`config.mk`:
```
export PLATFORM = sky130hd
export DESIGN_NAME = ext_cs_decoder
export DESIGN_NICKNAME = d
export VERILOG_FILES = /design/src/rtl/ext_cs_pkg.sv /design/src/rtl/ext_cs_cfg_regs.sv /design/src/rtl/ext_cs_addr_match.sv /design/src/rtl/ext_cs_access_fsm.sv /design/src/rtl/ext_cs_decoder.sv
export SDC_FILE = /design/constraint.sdc
export NUM_CORES = 1
export LEC_CHECK = 0
export ABC_AREA = 1
export BUFFER_PORTS_ARGS = -buffer_cell sky130_fd_sc_hd__buf_2
export CORE_ASPECT_RATIO = 1.1
export CORE_UTILIZATION = 30
export CTS_BUF_LIST = sky130_fd_sc_hd__clkbuf_4 sky130_fd_sc_hd__clkbuf_8
export DETAILED_ROUTE_END_ITERATION = 6
export MAX_ROUTING_LAYER = met4
export SLEW_MARGIN = 10
export SYNTH_ARGS = -nofsm -noshare
export SYNTH_HDL_FRONTEND = slang
export SYNTH_SLANG_ARGS = --single-unit
```
`constraint.sdc`:
```
create_clock -name clk_i -period 1.7 [get_ports clk_i]
set_clock_uncertainty 0.15 [all_clocks]
set_input_delay 0.34 -clock clk_i [delete_from_list [all_inputs] [get_ports clk_i]]
set_output_delay 0.34 -clock clk_i [all_outputs]
set_load 0.005 [all_outputs]
```
`src/rtl/ext_cs_pkg.sv`:
```
package ext_cs_pkg;
  localparam int ADDR_W        = 32;
  localparam int BASE_LSB      = 8;
  localparam int MIN_WIN_LOG2  = 13;
  localparam int SIZE_W        = 4;
  localparam int WS_W          = 3;
  localparam int CTRL_EN_BIT   = 0;
  localparam int CTRL_WS_LSB   = 1;
  localparam int CTRL_WIDE_BIT = 4;
  localparam int CTRL_SWAP_BIT = 10;

  typedef struct packed {
    logic            en;
    logic [WS_W-1:0] ws;
    logic            wide;
    logic            swap;
  } ctrl_t;

  typedef enum logic [1:0] {
    ST_IDLE = 2'd0,
    ST_ACC  = 2'd1,
    ST_DONE = 2'd2
  } acc_st_e;
endpackage

```
`src/rtl/ext_cs_cfg_regs.sv`:
```
module ext_cs_cfg_regs
  import ext_cs_pkg::*;
#(
  parameter int AW = ADDR_W,
  parameter int BL = BASE_LSB,
  parameter int SW = SIZE_W
) (
  input  logic             clk_i,
  input  logic             rst_ni,
  input  logic             we_i,
  input  logic             sel_i,
  input  logic [AW-1:0]    wdata_i,
  output logic [AW-BL-1:0] base_hi_o,
  output logic [SW-1:0]    size_o,
  output ctrl_t            ctrl_o
);
  always_ff @(posedge clk_i or negedge rst_ni) begin
    if (!rst_ni) begin
      base_hi_o <= '0;
      size_o    <= '0;
      ctrl_o    <= '0;
    end else if (we_i) begin
      if (!sel_i) begin
        base_hi_o <= wdata_i[AW-1:BL];
        size_o    <= wdata_i[SW-1:0];
      end else begin
        ctrl_o.en   <= wdata_i[CTRL_EN_BIT];
        ctrl_o.ws   <= wdata_i[CTRL_WS_LSB +: WS_W];
        ctrl_o.wide <= wdata_i[CTRL_WIDE_BIT];
        ctrl_o.swap <= wdata_i[CTRL_SWAP_BIT];
      end
    end
  end
endmodule

```
`src/rtl/ext_cs_addr_match.sv`:
```
module ext_cs_addr_match
  import ext_cs_pkg::*;
#(
  parameter int AW = ADDR_W,
  parameter int BL = BASE_LSB,
  parameter int ML = MIN_WIN_LOG2,
  parameter int SW = SIZE_W
) (
  input  logic [AW-1:0]    addr_i,
  input  logic [AW-BL-1:0] base_hi_i,
  input  logic [SW-1:0]    size_i,
  input  logic             en_i,
  output logic             hit_o
);
  localparam int CMP_W = AW - ML;

  logic [CMP_W-1:0] bit_ok;
  logic [31:0]      win_log2;

  assign win_log2 = 32'(ML) + 32'(size_i);

  // bits below the window are don't-care, the rest must equal the base
  for (genvar b = ML; b < AW; b++) begin : g_bit
    assign bit_ok[b-ML] = (32'(b) < win_log2) || (addr_i[b] == base_hi_i[b-BL]);
  end

  assign hit_o = en_i && (&bit_ok);
endmodule

```
`src/rtl/ext_cs_access_fsm.sv`:
```
module ext_cs_access_fsm
  import ext_cs_pkg::*;
#(
  parameter int WW = WS_W
) (
  input  logic          clk_i,
  input  logic          rst_ni,
  input  logic          req_valid_i,
  input  logic          hit_i,
  input  logic [WW-1:0] ws_i,
  input  logic          wide_i,
  input  logic          swap_i,
  output logic          busy_o,
  output logic          cs_o,
  output logic          done_o,
  output logic          hit_o,
  output logic          wide_o,
  output logic          swap_o
);
  acc_st_e       st_q;
  logic [WW-1:0] cnt_q;
  logic          hit_q, wide_q, swap_q;

  always_ff @(posedge clk_i or negedge rst_ni) begin
    if (!rst_ni) begin
      st_q   <= ST_IDLE;
      cnt_q  <= '0;
      hit_q  <= 1'b0;
      wide_q <= 1'b0;
      swap_q <= 1'b0;
    end else begin
      unique case (st_q)
        ST_IDLE: if (req_valid_i) begin
          hit_q  <= hit_i;
          wide_q <= wide_i;
          swap_q <= swap_i;
          cnt_q  <= ws_i;
          st_q   <= hit_i ? ST_ACC : ST_DONE;
        end
        ST_ACC: begin
          if (cnt_q == '0) st_q <= ST_DONE;
          else             cnt_q <= cnt_q - 1'b1;
        end
        ST_DONE: st_q <= ST_IDLE;
        default: st_q <= ST_IDLE;
      endcase
    end
  end

  assign busy_o = (st_q != ST_IDLE);
  assign cs_o   = (st_q == ST_ACC);
  assign done_o = (st_q == ST_DONE);
  assign hit_o  = hit_q;
  assign wide_o = wide_q;
  assign swap_o = swap_q;
endmodule

```
`src/rtl/ext_cs_decoder.sv`:
```
module ext_cs_decoder
  import ext_cs_pkg::*;
#(
  parameter int AW = ADDR_W,
  parameter int BL = BASE_LSB,
  parameter int ML = MIN_WIN_LOG2,
  parameter int SW = SIZE_W
) (
  input  logic          clk_i,
  input  logic          rst_ni,
  input  logic          cfg_we_i,
  input  logic          cfg_sel_i,
  input  logic [AW-1:0] cfg_wdata_i,
  input  logic          req_valid_i,
  input  logic [AW-1:0] req_addr_i,
  output logic          busy_o,
  output logic          cs_o,
  output logic          done_o,
  output logic          hit_o,
  output logic          wide_o,
  output logic          swap_o
);
  logic [AW-BL-1:0] base_hi;
  logic [SW-1:0]    size;
  ctrl_t            ctrl;
  logic             match;

  ext_cs_cfg_regs #(.AW(AW), .BL(BL), .SW(SW)) u_regs (
    .clk_i     (clk_i),
    .rst_ni    (rst_ni),
    .we_i      (cfg_we_i),
    .sel_i     (cfg_sel_i),
    .wdata_i   (cfg_wdata_i),
    .base_hi_o (base_hi),
    .size_o    (size),
    .ctrl_o    (ctrl)
  );

  ext_cs_addr_match #(.AW(AW), .BL(BL), .ML(ML), .SW(SW)) u_match (
    .addr_i    (req_addr_i),
    .base_hi_i (base_hi),
    .size_i    (size),
    .en_i      (ctrl.en),
    .hit_o     (match)
  );

  ext_cs_access_fsm #(.WW(WS_W)) u_fsm (
    .clk_i       (clk_i),
    .rst_ni      (rst_ni),
    .req_valid_i (req_valid_i),
    .hit_i       (match),
    .ws_i        (ctrl.ws),
    .wide_i      (ctrl.wide),
    .swap_i      (ctrl.swap),
    .busy_o      (busy_o),
    .cs_o        (cs_o),
    .done_o      (done_o),
    .hit_o       (hit_o),
    .wide_o      (wide_o),
    .swap_o      (swap_o)
  );
endmodule

```
* Word level (Yosys, flattened, before mapping)
Cells that the tools add are included.
** Cells by class
- Muxes and demuxes :: 7
- Bitwise logic cells :: 1
- Add/sub/neg operators :: 2
- Magnitude comparators :: 19
- Divide/modulo/power cells :: 0
- Multipliers :: 0
- Shift operators :: 0
- Eq/ne operators :: 24
- Reduce and logical (&&, ||, !) cells :: 30
** Operators with widths (number)
- less-than comparator 5 x 32 -> 1 bit, first input constant :: 16
- less-than comparator 4 x 32 -> 1 bit, first input constant :: 3
- equality test 1 bit :: 19
- logical OR 1 bit :: 19
- AND reduction 19 bit :: 1
- AND reduction 2 bit :: 4
- 2-to-1 mux 2 bit :: 3
- 2-to-1 mux 3 bit :: 2
- case mux 3 bit (2 select lines) :: 1
- adder 4 x 4 -> 5 bit, first input constant :: 1
- inequality test 2 bit, second input constant :: 2
- case mux 2 bit (2 select lines) :: 1
- nonzero test 2 bit :: 2
- logical NOT 3 bit :: 1
- AND reduction 3 bit :: 1
- subtractor 3 x 1 -> 3 bit, second input constant :: 1
- equality test 2 x 1 -> 1 bit, second input constant :: 1
- equality test 2 bit, second input constant :: 1
- logical NOT 2 bit :: 1
- inequality test 2 x 1 -> 1 bit, second input constant :: 1
- logical AND 1 bit :: 1
- inverter 1 bit :: 1
** Word-level totals
- Logic and storage cells :: 94
- Memory bits (writable) :: 0
- Output and inout port bits :: 6
- Memory bits (read-only) :: 0
- Bits in latches :: 0
- Register bits :: 42
- Memories kept :: 0
- Input port bits :: 69

* Depth between registers and ports, before layout
Gate-level depths: netlist of the first run.
- Depth in word-level cells :: 8
- Mapped depth :: 13
- Mapped depth without buffers :: 13

* Modules after synthesis
Synthesis of the first run repeated with hierarchy kept, for this count alone.
** Unflattened totals
- Cells, all modules :: 301
- Area, all modules :: 2451.1 sq um
** By module, submodules not included
- ext_cs_cfg_regs :: instances 1, sequential area each 850.8 sq um, cells each 149, area an instance 1520.2 sq um
- ext_cs_addr_match :: instances 1, sequential area each 0.0 sq um, cells each 97, area an instance 508.0 sq um
- ext_cs_access_fsm :: instances 1, sequential area each 200.2 sq um, cells each 55, area an instance 422.9 sq um

* Worst setup path after synthesis of the first run
Ideal clock, no wire load.
- Path type :: reg2reg
- Start point :: reg u_regs.size_o[0]
- End point :: reg u_fsm.st_q[1]
- Required time :: 1.437 ns
- Library setup time :: 0.113 ns
- Data arrival time :: 1.487 ns
- Buffers on the path :: 0
- Stages on the path, launching flop included :: 14
- Period minus slack after synthesis :: 1.750 ns
- Slack :: -0.050 ns
- Cell sequence :: dfrtp_1 ha_1 inv_1 nand2_1 nand2_2 nand3_1 nor2_1 nor2_1 nor2_1 nand2_1 nor2_1 nand3_1 nand2_1 inv_1
** On the way
- Longest elaborated chain between the ends :: 8
- Elaborated cells on any way between the ends :: 44
- Those cells by class :: add/sub (1); order compare (19); mux (3); reduce/logical (21)
** RTL lines
- start, declared :: RTL line ext_cs_cfg_regs.sv:14 : output logic [SW-1:0] size_o,
- start signal, assigned :: RTL line ext_cs_cfg_regs.sv:25 : size_o <= wdata_i[SW-1:0];
- adder 4 x 4 -> 5 bit * :: RTL line ext_cs_addr_match.sv:20 : assign win_log2 = 32'(ML) + 32'(size_i);
- less-than comparator 4 x 32 -> 1 bit or less-than comparator 5 x 32 -> 1 bit (tied branches) :: RTL line ext_cs_addr_match.sv:24 : assign bit_ok[b-ML] = (32'(b) < win_log2) || (addr_i[b] == base_hi_i[b-BL]);
- logical OR 1 bit :: RTL line ext_cs_addr_match.sv:24
- AND reduction 19 bit * :: RTL line ext_cs_addr_match.sv:27 : assign hit_o = en_i && (&bit_ok);
- logical AND 1 bit * :: RTL line ext_cs_addr_match.sv:27
- 2-to-1 mux 2 bit * :: RTL line ext_cs_access_fsm.sv:38 : st_q <= hit_i ? ST_ACC : ST_DONE;
- 2-to-1 mux 2 bit * :: RTL line ext_cs_access_fsm.sv:33 : ST_IDLE: if (req_valid_i) begin
- case mux 2 bit (2 select lines) * :: RTL line ext_cs_access_fsm.sv:32 : unique case (st_q)
- end signal, assigned :: RTL line ext_cs_access_fsm.sv:38
- end, declared :: RTL line ext_cs_access_fsm.sv:20 : acc_st_e st_q;
Every way passes the cells marked *; elsewhere a longest branch is shown, timed or not. The select of a mux whose other input is x is not followed.
A chain may end at the register's enable or synchronous reset.

* Worst setup path in the final report of the first run
Ends and elaborated chain as after synthesis.

==> results.md, run 1 <==
* Worst Path Required at 1.73 ns
* Vias per std cell at between 4 and 5
* # port buffers at 54
* DRC at 0
* CTS clk-pin slew, worst paths at about 0.07 ns
* Violated checks: setup timing
* Final setup fails at 3
* Cell Pwr Density at 919 nW/um^2
* Root Buffer: clkbuf_8
* Clock power share at around 26%
* Post-synth top flop: dfrtp_1
* EDFF count, synth at 0
* Worst VDD drop at between 0.0004 and 0.0005 V
* Worst-Margin Slew at 0.399 ns
* Die Ht at between 80 and 90 um
* Utilization after layout at ~43%
* Post-Route WL at 4.37 mm
* Routability cong. at slightly below 0.9
* Global route overflow at 0
* Crit Path Class: reg2reg
* Initial antenna violation count at 0
* Leading area contributor after synthesis: dfrtp_1
* Worst R2R Path Depth at 13
* Relative slew slack at between 70% and 80%
* Layout cells sized above 1 at 40.8%
* Sequential fraction of the synthesis area at a little under half
* RR Endpoint: u_fsm.st_q[1]
* Initial Utilization at between 30% and 40%
* GRT Util Overall at 14.3%
* Worst endpoint data arrival time at around 1.9 ns
* Sw frac at between 30% and 40%
* I/O pin count at 75
* Full die area at ~7000 sq um
* Reg2reg setup slack at -0.17 ns
* RSZ-0062 raised after global routing: yes
* Maxcap violations at 0
* HP Class: in2reg
* Sw power at just under 800 uW
* LEAKAGE at 1.34 nW
* Reg-to-Reg Start: u_regs.size_o[0]
* Yosys Warn Count at 0
* Ys async rst share at 100%
* Core area at about 6300 sq um
* Htree depth at 2
* Syn Inst Count at 228
* Hold Startpoint: cfg_wdata_i[23]
* Vias in the first global route at roughly 1.6k
* First-pass iteration count of the detailed router at 4
* Final ANT Viol Nets at 0
* Sequential Power Share at 43.7%
* Critical Path End Type: flop
* Sum Neg Setup Slack at -0.408 ns
* DRT iter0 DRCs at a little under 50
* Library cells used by synthesis at 23
* Fmax at 0.536 GHz
* Top-count cell post-synth: nand2_1
* Status: complete, but fails checks
* Final #Nets at approximately 370
* Final hold violations at 0
* ANT cells at 0
* Post-route setup slack at -0.167 ns
* Pins Over Slew Limit at 0
* Min-Delay Endpoint: u_regs.base_hi_o[15]
* DP HPWL at around 3.2 mm
* Synthesized netlist net count at between 300 and 400
* Syn Area/Cell at slightly below 9 sq um
* Area growth from synthesis to layout at 34.4%
* Hold path depth at 2
* DR vias at 1,697
* Crit path time final at about 1.9 ns
* Crit share post-route at 110%
* Combinational share of power at a little under a third
* Largest net degree at the start of global routing at 28
* CTS tree: done
* Row cnt at 30
* Post-synth top cells: nand2_1, dfrtp_1, nor2_1, inv_1
* Global-route wire length before repair at between 7 and 8 mm
* CP Max Fanout at 5
* Skew-Pair Late Insertion Delay at roughly 0.28 ns
* CTS Buf Count at 5
* Post-Syn Area at 2010 sq um
* Top-area cell type share of the netlist area at 46.1%
* CP startpoint kind: flop
* Die X at approximately 80 um
* Drt wl/cell at ~12 um
* Cell Int Power at around 1.7 mW
* CTS Sinks at 37
* CTS max path bufs at 2
* #FFs+latches synth at 37
* Top area cells in the synthesized netlist: dfrtp_1, mux2_2, nand2_1
[metal layers]
metal	global-route usage [%]	part of all wire [%]
met3	3.13	4.7
met4	5.84	1.7
met1	17.4	45
met2	22.9	49
met5	-	0
[area by class of cell]
type,instances,area [sq um]
multi-input cells,165,1090
inverters,23,86.3
flip-flops and latches,37,930
well taps,80,100
fillers,642,3600
clock buffers,7,90.1
repair buffers,67,403
[worst max-delay path, stage by stage (launching register included)]
cell	delay [ns]
dfrtp_2	0.45
ha_4	0.19
inv_2	0.07
nand2_4	0.07
nand2_4	0.10
nand3_4	0.10
nor2_4	0.10
nor2_1	0.04
a21oi_1	0.12
nand2_1	0.09
nor2_2	0.10
nand3_1	0.08
nand2_1	0.06
inv_1	0.04
[cell families after synthesis]
family / count (synthesis) / synth area share (%)
compound gates: 28 / 7.53
mux: 19 / 10.6
xor+xnor: 19 / 8.28
simple gates: 93 / 18.9
buf+inv: 27 / 5.48
fa+ha+maj: 5 / 3.11
flops: 37 / 46.1
[per-stage QoR]
stage               power [mW]  setup WS [ns]  cell area [sq um]  hold slack [ns]  instances
global placement          1.73         -0.222               2470            0.139        369
CTS                       2.49         -0.146               2670            0.123        379
floorplan                 1.51        -0.0132               2010           -0.106        228
detailed placement        1.75         -0.259               2470            0.144        369
global route              2.64         -0.282               2700            0.125        379
finish                    2.48         -0.167               2700            0.133        379
[layout by cell type, fill, tap and decap left out, types with 8 or more instances in the layout]
master / instances
o21ai_0: 18
buf_4: 8
nor2_1: 22
xnor2_1: 10
mux2_2: 19
dfrtp_1: 34
inv_1: 19
buf_2: 54
xor2_1: 9
nand2_1: 46
[power by group through the flow]
stage          Combinational (mW)  Clock (mW)  Sequential [mW]
2_1_floorplan               0.434           0             1.08
3_3_place_gp                0.647           0             1.09
3_5_place_dp                0.658           0             1.09
4_1_cts                     0.740       0.662             1.08
5_1_grt                     0.854       0.691             1.10
6_report                    0.764       0.634             1.08
[sequential cells by signal (all words and copies together) (netlist names)]
signal,cells
u_regs.base_hi_o,19
u_fsm.cnt_q,3
u_fsm.swap_o,1
u_fsm.wide_o,1
u_regs.size_o,4
u_regs.ctrl_o,6
u_fsm.st_q,2
u_fsm.hit_o,1
[worst max-delay path by stage]
stage	cells past startpoint	from	end
6_report	13	u_regs.size_o[0]	u_fsm.st_q[1]
5_1_grt	13	u_regs.size_o[0]	u_fsm.st_q[1]
3_3_place_gp	12	u_regs.size_o[0]	u_fsm.st_q[1]
3_5_place_dp	12	u_regs.size_o[0]	u_fsm.st_q[1]
2_1_floorplan	13	u_regs.size_o[0]	u_fsm.st_q[1]
4_1_cts	13	u_regs.size_o[0]	u_fsm.st_q[1]
[repair_timing]
action / 4_1_cts / 5_1_grt
resized for setup: 26 / 8
hold endpoints to repair: 15 / 0
pin swaps: 12 / 9
hold buffers: 1 / 0
setup endpoints to repair: 4 / 3
buffers inserted: 1 / 0
cloned: 1 / 0
(Power assumes the default switching activity.)
==> inputs of run 2 (changes only) <==
--- a/config.mk
+++ b/config.mk
@@ -11,5 +11,7 @@
 export CORE_UTILIZATION = 30
 export CTS_BUF_LIST = sky130_fd_sc_hd__clkbuf_4 sky130_fd_sc_hd__clkbuf_8
+export CTS_CLUSTER_DIAMETER = 150
 export DETAILED_ROUTE_END_ITERATION = 6
+export HOLD_SLACK_MARGIN = 0.12
 export MAX_ROUTING_LAYER = met4
 export SLEW_MARGIN = 10
==> constraint.sdc (replaced) <==
create_clock -name clk_i -period 1.7 [get_ports clk_i]
set_clock_uncertainty 0.15 [all_clocks]
set_input_delay 0.17 -clock clk_i [delete_from_list [all_inputs] [get_ports clk_i]]
set_output_delay 0.17 -clock clk_i [all_outputs]
set_load 0.005 [all_outputs]
==> run 2 against run 1 <==
  * The flow still finishes with violations (setup timing)
  * Combinational power rose by 8.4%
  * Maximum frequency increased by 0.71%
  * Count of clock-buffer cells in the layout is the same
  * Global-route usage increased by 1.3 points
  * Power up 9.4%
  * Register-to-register slack barely moved
  * Die area unchanged
  * Flip-flop and latch count did not move
  * Non-clock buffer count rose by 31
  * Clock power grew 27%
  * Sequential power hardly changed
  * Largest power group unchanged
==> results.md, run 2 (synthesis results as in run 1) <==
* Vias per std cell at 4.49 (+0.26%)
* DR vias at 1,845 (+8.7%)
* Reg2reg setup slack at -0.15 ns (about the same)
* Worst VDD drop at 0.000574 V (+40%)
* CTS Buf Count at 5 (unchanged)
* First-pass iteration count of the detailed router at 4 (unchanged)
* Initial antenna violation count at 0 (unchanged)
* Global route overflow at 0 (unchanged)
* Placed cell area at 2450 sq um (-0.71%)
* Violated checks: setup timing
* LEAKAGE at 1.47 nW (+10%)
* Core area at 6310 sq um (unchanged)
* Initial Utilization at 31.9% (unchanged)
* Crit share post-route at 109% (-0.77 points)
* RR Endpoint: u_fsm.st_q[1]
* ANT cells at 0 (unchanged)
* Maxcap violations at 0 (unchanged)
* Reg-to-Reg Start: u_regs.size_o[0]
* Pins Over Slew Limit at 0 (unchanged)
* RSZ-0062 raised after global routing: yes
* Worst R2R Path Depth at 11 (-2)
* Area growth from synthesis to layout at 48.8%
* Crit Path Class: reg2reg
* Die X at 80.0 um (unchanged)
* Fill count at 603 (-6.1%)
* Multi-input logic area at 1080 sq um (-1.4%)
* Crit path time final at 1.85 ns (-0.0132 ns)
* Status: complete, but fails checks
* Biggest regs: u_regs.base_hi_o x19, u_regs.ctrl_o x6, u_regs.size_o x4
* Worst endpoint data arrival time at 1.90 ns (about the same)
* Skew-Pair Late Insertion Delay at 0.29 ns (about the same)
* Full die area at 7030 sq um (unchanged)
* Layout cells sized above 1 at 37.5% (-3.3 points)
* Drt wl/cell at 11.6 um (+0.50%)
* Row cnt at 30 (unchanged)
* DRC at 0 (unchanged)
* HP Class: in2reg
* Max FFs per register at 19 (unchanged)
* CTS clk-pin slew, worst paths at 0.08 ns (about the same)
* CTS tree: done
* Largest net degree at the start of global routing at 38 (+36%)
* Cell Pwr Density at 908 nW/um^2 (-1.2%)
* I/O pin count at 75 (unchanged)
* Min Hold Slack at 0.174 ns (+0.0414 ns)
* CTS Sinks at 37 (unchanged)
* Post-route setup slack at -0.154 ns (+0.0132 ns)
* Reg with most FFs: u_regs.base_hi_o
* Die Ht at 87.8 um (unchanged)
* GRT Util Overall at 15.6% (+1.3 points)
* Most common cell after layout, fill and taps aside: buf_2
* Worst Path Required at 1.74 ns (about the same)
* Register area at 930 sq um (unchanged)
* CP Max Fanout at 5 (unchanged)
* Worst-Margin Slew at 0.477 ns (+0.0777 ns)
* Root Buffer: clkbuf_8
* Hold Startpoint: req_valid_i
* DP HPWL at 3.32 mm (+3.2%)
* CTS max path bufs at 2 (unchanged)
* Critical Path End Type: flop
* Vias in the first global route at 1,910 (+18%)
* CP startpoint kind: flop
* Final ANT Viol Nets at 0 (unchanged)
* Min-Delay Endpoint: u_fsm.hit_o
* Relative slew slack at 68.2% (-5.2 points)
* Htree depth at 2 (unchanged)
* Final Instance Area at 2990 sq um (+11%)
* Final #Nets at 404 (+8.3%)
* # port buffers at 54 (unchanged)
* Final setup fails at 3 (unchanged)
* Post-Route WL at 4.76 mm (+9.0%)
* Fmax at 0.539 GHz (+0.71%)
* Final hold violations at 0 (unchanged)
* DRT iter0 DRCs at 67 (+37%)
* Global-route wire length before repair at 8.11 mm (+10%)
* Most frequent cells in the layout: buf_2, nand2_1, dfrtp_1
* Routability cong. at 0.844 (-3.9%)
* Hold path depth at 4 (+2)
-- run 2: routing by layer --
metal	global-route usage [%]	wire length [um]	vias up
met3	3.54	225	8
li1	-	-	935
met5	-	0	-
met2	28.0	2380	49
met4	6.17	102	0
met1	16.6	2050	853
-- run 2: final cells by class --
cell class / count / share of cell area, %
multi-input cells: 165 / 36.0
flip-flops and latches: 37 / 31.1
repair buffers: 98 / 22.6
well taps: 80 / 3.35
clock buffers: 7 / 3.01
inverters: 23 / 2.89
clock inverters: 1 / 1.00
-- run 2: how the worst max path moves through the flow --
stage	endpoint	slack [ns]	startpoint	cells past startpoint
6_report	u_fsm.st_q[1]	-0.15	u_regs.size_o[0]	11
5_1_grt	u_fsm.st_q[1]	-0.29	u_regs.size_o[0]	11
4_1_cts	u_fsm.st_q[1]	-0.14	u_regs.size_o[1]	11
3_5_place_dp	u_fsm.hit_o	-0.21	u_regs.size_o[0]	12
3_3_place_gp	u_fsm.st_q[0]	-0.18	u_regs.size_o[0]	12
2_1_floorplan	u_fsm.st_q[1]	-0.01	u_regs.size_o[0]	13
-- run 2: repair_timing --
action                     4_1_cts  5_1_grt
buffers inserted                 4        2
hold buffers                    26        0
resized for setup               27        3
hold endpoints to repair        66        0
setup endpoints to repair        3        3
cloned                           1        0
pin swaps                       16        9
-- run 2: per-stage QoR --
step                util, %  setup slack, ns  cells  total power [mW]  TNS (ns)
global placement       38.8           -0.182    370              1.74    -0.508
finish                 47.4           -0.154    411              2.71    -0.440
CTS                    47.0           -0.138    409              2.72    -0.380
global route           47.4           -0.295    411              2.90    -0.863
floorplan                 -          -0.0132    228              1.51   -0.0158
detailed placement     38.8           -0.215    370              1.75    -0.641
-- run 2: critical path, stage by stage, from the launching register on --
cell	delay, ns
dfrtp_2	0.45
ha_4	0.20
nor2_4	0.15
nor2_1	0.07
o21ai_1	0.14
nand2_1	0.09
a21oi_2	0.12
nand2_1	0.08
nor2_2	0.13
nand3_1	0.08
nand2_1	0.06
inv_1	0.03
-- run 2: where the power goes --
part | leakage [nW] | switching (mW) | total [mW] | internal (mW)
clock network | 0.0619 | 0.312 | 0.807 | 0.494
logic | 0.970 | 0.404 | 0.828 | 0.424
registers | 0.443 | 0.0795 | 1.08 | 1.00
total | 1.47 | 0.796 | 2.71 | 1.92
==> inputs of run 3 (changes only) <==
Settings changed: PLACE_DENSITY_LB_ADDON set to 0.12.
==> run 3 against run 2 <==
  * The run still ends with setup timing left
  * Utilization fell by 1.1 points
  * Flip-flop and latch count stayed put
  * Final area down 2.2%
  * Register-to-register slack better by 0.02 ns
  * Die area unchanged
  * Critical path type unchanged
==> results.md, run 3 (synthesis results as in run 1) <==
* Reg2reg setup slack at -0.14 ns (+0.02 ns)
* Clock power share at 30.8% (+1.1 points)
* Min Hold Slack at 0.174 ns (+0.000500 ns)
* I/O pin count at 75 (unchanged)
* GRT Util Overall at 15.5% (-0.16 points)
* Final ANT Viol Nets at 0 (unchanged)
* Critical Path End Type: flop
* CTS tree: done
* Drt wl/cell at 11.9 um (+3.1%)
* LEAKAGE at 1.45 nW (-1.6%)
* DP HPWL at 3.33 mm (+0.38%)
* DR vias at 1,763 (-4.4%)
* Root Buffer: clkbuf_8
* Sw frac at 29.7% (+0.35 points)
* Global route overflow at 0 (unchanged)
* Status: complete, but fails checks
* Fill count at 645 (+7.0%)
* CP startpoint kind: flop
* CP Max Fanout at 4 (-1)
* Most common cell after layout, fill and taps aside: buf_2
* Reg with most FFs: u_regs.base_hi_o
* Post-Route WL at 4.81 mm (+1.1%)
* Final setup fails at 3 (unchanged)
* Cell Int Power at 1.88 mW (-2.0%)
* Skew-Pair Late Insertion Delay at 0.30 ns (about the same)
* DRC at 0 (unchanged)
* Combinational share of power at 28.8% (-1.7 points)
* Post-route setup slack at -0.136 ns (+0.0178 ns)
* Maxcap violations at 0 (unchanged)
* DRT iter0 DRCs at 78 (+16%)
* Hold path depth at 4 (unchanged)
* Worst endpoint data arrival time at 1.89 ns (about the same)
* First-pass iteration count of the detailed router at 4 (unchanged)
* Die X at 80.0 um (unchanged)
* # port buffers at 54 (unchanged)
* Initial Utilization at 31.9% (unchanged)
* RSZ-0062 raised after global routing: yes
* Vias in the first global route at 1,682 (-12%)
* Final hold violations at 0 (unchanged)
* Final #Nets at 396 (-2.0%)
* Largest net degree at the start of global routing at 38 (unchanged)
* Worst VDD drop at 0.000421 V (-27%)
* Global-route wire length before repair at 7.81 mm (-3.7%)
* Cell Pwr Density at 914 nW/um^2 (+0.72%)
* Fmax at 0.545 GHz (+0.97%)
* Relative slew slack at 68.5% (+0.23 points)
* Biggest regs: u_regs.base_hi_o x19, u_regs.ctrl_o x6, u_regs.size_o x4
* Violated checks: setup timing
* Worst R2R Path Depth at 12 (+1)
* CTS clk-pin slew, worst paths at 0.07 ns (about the same)
* Core area at 6310 sq um (unchanged)
* # placed instances at 364 (-1.6%)
* HP Class: in2reg
* Layout cells sized above 1 at 35.6% (-1.9 points)
* ANT cells at 0 (unchanged)
* CTS Buf Count at 5 (unchanged)
* Crit Path Class: reg2reg
* Row cnt at 30 (unchanged)
* Routability cong. at 0.847 (+0.39%)
* Full die area at 7030 sq um (unchanged)
* Sequential Power Share at 40.4% (+0.6 points)
* Crit path time final at 1.84 ns (-0.0178 ns)
* Vias per std cell at 4.37 (-2.5%)
* CTS Sinks at 37 (unchanged)
* Die Ht at 87.8 um (unchanged)
* Worst-Margin Slew at 0.473 ns (-0.00348 ns)
* Cell Count, Final, Fillers Out at 403 (-1.9%)
* Crit share post-route at 108% (-1.0 points)
* Pins Over Slew Limit at 0 (unchanged)
* Sw power at 793 uW (-0.33%)
* Htree depth at 2 (unchanged)
* Initial antenna violation count at 0 (unchanged)
* Max FFs per register at 19 (unchanged)
* CTS max path bufs at 2 (unchanged)
* Most frequent cells in the layout: buf_2, nand2_1, dfrtp_1
* Area growth from synthesis to layout at 45.5%
* Worst Path Required at 1.75 ns (about the same)
[run 3: cell types whose count changed in the layout (fill, tap and decap cells not counted), moves of 2 or more]
cell,delta
a21oi_1,+2
a21oi_2,-2
buf_4,-6
buf_6,-2
nand3_1,-2
nand3_2,+2
nor2_1,+3
nor2_2,-3
[run 3: worst max-delay path, cell delays in order (launching register included)]
cell     delay [ns]
dfrtp_2        0.45
buf_6          0.13
ha_4           0.23
nand3_2        0.09
nand2_2        0.07
nor2_1         0.10
nor2_1         0.04
nor2_1         0.08
nand2_1        0.06
nor2_1         0.13
nand3_1        0.09
nand2_1        0.06
inv_1          0.03
[run 3: final timing paths]
check | from | to
max in group asynchronous | rst_ni | u_regs.size_o[2]
min in group asynchronous | rst_ni | u_regs.base_hi_o[12]
min reg2reg | u_fsm.hit_o | u_fsm.hit_o
min | req_valid_i | u_fsm.hit_o
max reg2reg | u_regs.size_o[1] | u_fsm.st_q[1]
max | u_regs.size_o[1] | u_fsm.st_q[1]
[run 3: layout make-up]
| type | count | area (sq um) | area share (%) |
|---|---|---|---|
| repair buffers | 91 | 629 | 21.5 |
| well taps | 80 | 100 | 3.42 |
| clock buffers | 7 | 90.1 | 3.08 |
| multi-input cells | 164 | 1060 | 36.2 |
| inverters | 23 | 86.3 | 2.95 |
| flip-flops and latches | 37 | 930 | 31.8 |
| clock inverters | 1 | 30.0 | 1.03 |
[run 3: power groups by stage]
stage / sequential [mW] / combinational [mW] / clock (mW)
3_5_place_dp: 1.09 / 0.640 / 0
2_1_floorplan: 1.08 / 0.434 / 0
3_3_place_gp: 1.09 / 0.642 / 0
6_report: 1.08 / 0.771 / 0.823
5_1_grt: 1.09 / 0.864 / 0.879
4_1_cts: 1.08 / 0.758 / 0.838
[run 3: metal layers]
metal	global-route usage, %	vias to the layer above	routed length (um)
met3	3.13	6	199
met4	6.33	0	89
met5	-	-	0
met2	25.5	44	2330
li1	-	911	-
met1	18.4	802	2190
[run 3: stage by stage]
| step | setup WS (ns) | area (sq um) | TNS (ns) | power, mW | util, % |
|---|---|---|---|---|---|
| final | -0.136 | 2920 | -0.339 | 2.67 | 46.4 |
| after global routing | -0.305 | 2920 | -0.865 | 2.84 | 46.4 |
| after CTS | -0.122 | 2910 | -0.311 | 2.68 | 46.1 |
| after detailed placement | -0.247 | 2420 | -0.680 | 1.73 | 38.3 |
| after global placement | -0.236 | 2420 | -0.636 | 1.73 | 38.3 |
| after floorplan | -0.0132 | 2010 | -0.0158 | 1.51 | - |
[run 3: what timing repair did]
item / 4_1_cts / 5_1_grt
setup buffers: 3 / 2
endpoints found under the setup margin: 3 / 3
pin swaps: 8 / 3
hold buffers: 26 / 0
hold endpoints to repair: 66 / 0
resized for setup: 24 / 2
